$ cat config.mk
export PLATFORM = sky130hd
export DESIGN_NAME = pin_change_irq
export DESIGN_NICKNAME = d
export VERILOG_FILES = /design/src/rtl/pin_change_irq_pkg.sv /design/src/rtl/pci_bank_snap.sv /design/src/rtl/pci_flag_reg.sv /design/src/rtl/pci_rd_capture.sv /design/src/rtl/pin_change_irq.sv
export SDC_FILE = /design/constraint.sdc
export NUM_CORES = 1
export LEC_CHECK = 0
export BUFFER_PORTS_ARGS = -buffer_cell sky130_fd_sc_hd__clkbuf_2
export CAP_MARGIN = 20
export CORE_MARGIN = 5
export CORE_UTILIZATION = 47
export DETAILED_ROUTE_END_ITERATION = 10
export PLACE_DENSITY = 0.81
export SETUP_SLACK_MARGIN = 0.02
export SLEW_MARGIN = 20
export SYNTH_ARGS = -nofsm -noshare
export SYNTH_HDL_FRONTEND = slang
export SYNTH_SLANG_ARGS = --single-unit
$ cat constraint.sdc
create_clock -name clk -period 1.55 [get_ports clk]
set_clock_uncertainty 0.1 [all_clocks]
set_input_delay 0.31 -clock clk [delete_from_list [all_inputs] [get_ports clk]]
set_output_delay 0.31 -clock clk [all_outputs]
set_load 0.005 [all_outputs]
$ cat src/rtl/pin_change_irq_pkg.sv
package pin_change_irq_pkg;

  // Width of a bank index for a given bank count (at least 1 bit).
  function automatic int bank_idx_w(input int nbanks);
    int w;
    w = 1;
    while ((1 << w) < nbanks) w++;
    return w;
  endfunction

endpackage

$ cat src/rtl/pci_bank_snap.sv
module pci_bank_snap #(
  parameter int W = 8
) (
  input  logic         clk,
  input  logic         rst_n,
  input  logic [W-1:0] live,
  input  logic [W-1:0] is_in,
  input  logic         refresh,
  output logic         diff_next
);

  logic [W-1:0] snap_q;
  logic [W-1:0] snap_d;
  logic [W-1:0] miss;

  // Snapshot reloads on reset or on any refresh request.
  always_comb begin
    snap_d = snap_q;
    if (!rst_n || refresh) snap_d = live;
  end

  always_ff @(posedge clk) begin
    snap_q <= snap_d;
  end

  // Compare against the snapshot that will hold after this edge.
  assign miss      = (live ^ snap_d) & is_in;
  assign diff_next = |miss;

endmodule

$ cat src/rtl/pci_flag_reg.sv
module pci_flag_reg #(
  parameter int NB = 2
) (
  input  logic          clk,
  input  logic          rst_n,
  input  logic [NB-1:0] bank_diff,
  output logic          flag
);

  logic flag_q;

  always_ff @(posedge clk) begin
    if (!rst_n) flag_q <= 1'b0;
    else        flag_q <= |bank_diff;
  end

  assign flag = flag_q;

endmodule

$ cat src/rtl/pci_rd_capture.sv
module pci_rd_capture #(
  parameter int NB = 2,
  parameter int W  = 8
) (
  input  logic            clk,
  input  logic            rst_n,
  input  logic [NB*W-1:0] live,
  input  logic [NB-1:0]   sel,
  output logic [W-1:0]    data
);

  logic [W-1:0] pick;
  logic [W-1:0] data_q;

  // Lowest selected bank wins: scan from the top so low indices overwrite.
  always_comb begin
    pick = data_q;
    for (int b = NB - 1; b >= 0; b--) begin
      if (sel[b]) pick = live[b*W +: W];
    end
  end

  always_ff @(posedge clk) begin
    if (!rst_n) data_q <= '0;
    else        data_q <= pick;
  end

  assign data = data_q;

endmodule

$ cat src/rtl/pin_change_irq.sv
module pin_change_irq
  import pin_change_irq_pkg::*;
#(
  parameter int NUM_BANKS = 2,
  parameter int BANK_W    = 8
) (
  input  logic                        clk,
  input  logic                        rst_n,
  input  logic [NUM_BANKS*BANK_W-1:0] pin_level,
  input  logic [NUM_BANKS*BANK_W-1:0] pin_is_input,
  input  logic [NUM_BANKS-1:0]        bank_read,
  input  logic                        cfg_write,
  input  logic                        irq_enable,
  input  logic                        gpo_value,
  output logic                        irq_flag,
  output logic                        irq_pin_n,
  output logic [BANK_W-1:0]           read_data
);

  localparam int NPINS = NUM_BANKS * BANK_W;
  localparam int IDXW  = bank_idx_w(NUM_BANKS);

  logic [NUM_BANKS-1:0] bank_diff;
  logic                 flag_w;

  for (genvar g = 0; g < NUM_BANKS; g++) begin : g_bank
    pci_bank_snap #(.W(BANK_W)) u_snap (
      .clk      (clk),
      .rst_n    (rst_n),
      .live     (pin_level[g*BANK_W +: BANK_W]),
      .is_in    (pin_is_input[g*BANK_W +: BANK_W]),
      .refresh  (bank_read[g] | cfg_write),
      .diff_next(bank_diff[g])
    );
  end

  pci_flag_reg #(.NB(NUM_BANKS)) u_flag (
    .clk      (clk),
    .rst_n    (rst_n),
    .bank_diff(bank_diff),
    .flag     (flag_w)
  );

  pci_rd_capture #(.NB(NUM_BANKS), .W(BANK_W)) u_rd (
    .clk  (clk),
    .rst_n(rst_n),
    .live (pin_level),
    .sel  (bank_read),
    .data (read_data)
  );

  assign irq_flag  = flag_w;
  assign irq_pin_n = irq_enable ? ~flag_w : gpo_value;

  // Elaboration-time sanity on the shape.
  initial begin
    if (NPINS < 1 || IDXW < 1) $error("pin_change_irq: bad shape");
  end

endmodule

==> flow_summary.toml <==
[worst_setup_path]
worst-endpoint-arrival_ps = 910
crit_path_end_kind = "output pin"
critical_path_class = "reg2out"
crit_required_ps = 1140
start_kind = "flop"
worstPathMaxFanout = 2
rr_worst_depth = 4

[worst_hold_path]
holdCritPathClass = "in2reg"
min_path_cells = 2

[clocking]
clockBufferDepth = 2
numCtsBuffers = 3
cts-htree-levels = 1
post_cts_resized = 0
cts_hold_buf = 0
clk_root_buffer_cell = "clkbuf_4"
post_cts_buffers = 0
cts_tree = "built"
clock_latency_ps = 300
clkTransAtPathRegs_ps = 130
numClockSinks = 25

[yosys]
synthTopCellsByArea = "dfxtp_1 (42%), mux2_2 (13%), xor2_1 (12%)"
synth_most_common_cell = "dfxtp_1"
synth_seq_cells = 25
yosys.area.top_type = "dfxtp_1"
ys.flop_type = "dfxtp_1"
syn_area_per_cell_sq_um = 11.0
synth-edff-count = 0
syn_nets = 147
ys_top_cells_by_count = "dfxtp_1 (25), xor2_1 (16), mux2_2 (14), mux2i_1 (9)"
seq_area_frac_synth_pct = 42.1
ys_types = 16
synth.top_cell.area_share_pct = 42.1
synthCells = 108
synth.cell_area_sq_mm = 0.00119
ys_async_sr_fraction_pct = 0
yosysWarnings = 0

[timing]
rsz0062_at_grt = "no"
fin_ws_ps = 233
hold_viol = 0
fin_crit_sh_pct = 85.0
min_period_ps = 1320
report.final.slew_viol_count = 0
finalSetupTns_ps = 0
timing.fmax_mhz = 759
slew_headroom_pct = 76.5
tightest_slew_ps = 353
setup_viol = 0

[die]
dieArea_sq_mm = 0.00363
die_h_um = 60.3
initial_core_util_pct = 48.4
core_sq_mm = 0.00245
ioPinCount = 49
rows = 18
die_w_um = 60.3

[global_routing]
grt_antenna_before_repair = 0
grt_pass1_wl_um = 3910
grt_overflow_total = 0
grt_max_degree = 17
track_usage_pct = 14.3
grt_pass1_vias = 958

[cells_and_area]
drive_gt1_share_pct = 44.3
area_delta_synth_final_pct = 24.9
multi_input_area_sq_um = 666
fin_nets = 198
ff_latch_area_sq_um = 500
antenna_cells = 0
stdcell_area_sq_mm = 0.00148
final_util_pct = 60.4
fill_cells = 229

[drt]
dr.pass1.iters = 4
wl_per_cell_um = 12.4
first_iter_violations = 8
viasPerCell = 4.91
ant_nets = 0
drc = 0
num_vias = 923
met1_length_um = 945
top_layer = "met4"
wl_met3_um = 183
wl_met2_um = 1180
drt-total-wl_um = 2320

[place]
post-place-ws_ps = 171
post-dp-hpwl_um = 2050
placed_area_sq_mm = 0.00146
gp_congestion = 0.712
io_buffer_count = 48

[pwr]
vdd_drop_max_uv = 579
p_leak_uw = 0.000732
pwr_density_cell_mw_per_mm2 = 836
totalPowerFinal_uw = 1240

[outcome]
status = "completed"

[flow_run]
cap_violations = 0
[layout by cell type (no fill, tap or decap)]
cell type  count
a22oi_1        8
nor2_8         2
dfxtp_1       25
and2_1         8
nand2b_4       1
clkbuf_4       3
a22o_1         1
buf_4          1
nand2_1        8
xor2_1        16
mux2i_1        9
inv_1          1
clkinv_2       1
nand4_1        2
mux2_2        14
clkbuf_2      48
o21ai_0        8
mux2_1         2
[through the flow]
| stage | instances | hold WS (ps) |
|---|---|---|
| global route | 188 | 145 |
| detailed placement | 184 | 380 |
| global placement | 184 | 367 |
| finish | 188 | 152 |
| floorplan | 108 | 332 |
| CTS | 188 | 141 |
[logic make-up (layout without fill, tap and decap cells)]
| logic type | Yosys count | count (layout) | share of synthesized area [%] |
|---|---|---|---|
| and+or+nand+nor | 21 | 21 | 12.3 |
| AOI/OAI and AO/OA | 17 | 17 | 9.17 |
| xor gates and xnor gates | 16 | 16 | 11.8 |
| muxes | 25 | 25 | 22.8 |
| DFF | 25 | 25 | 42.1 |
| buffers and inverters | 4 | 54 | 1.79 |
[worst max-delay path, stage by stage (launching register included)]
cell and delay, ps:
dfxtp_1 350, mux2i_1 130, clkbuf_2 130
[state kept, by name, summed over array words and instances, names as in the netlist]
register	count
g_bank.u_snap.snap_q	16
u_rd.data	8
u_flag.flag	1
[worst paths after layout]
| kind | startpoint | end | slack (ps) |
|---|---|---|---|
| setup reg to reg | g_bank[0].u_snap.snap_q[4] | u_flag.flag | 330 |
| hold reg to reg | g_bank[1].u_snap.snap_q[5] | g_bank[1].u_snap.snap_q[5] | 410 |
| setup / recovery | u_flag.flag | irq_pin_n | 230 |
| hold / removal | pin_level[14] | g_bank[1].u_snap.snap_q[6] | 150 |
[routing by layer]
layer  global-route usage [%]  vias to the layer above
met5                        0                        -
met3                     3.24                        2
met1                     17.3                      406
met4                     4.75                        0
li1                         -                      486
met2                     24.7                       29
[report_power, final]
group	internal (uW)	total [uW]	leakage [uW]	switching, uW
Sequential	691	718	0.000210	27.3
Clock	96.2	279	0.0000177	183
Combinational	136	242	0.000505	106
[final cells by class]
cell class	instances	area share, %
tap	30	2.53
clock buffer	3	1.52
timing repair buffer	49	16.7
clock inverter	1	0.338
inverter	1	0.253
multi-input combinational	79	44.9
sequential	25	33.8
Note: power is estimated with default switching activity, not from simulation.
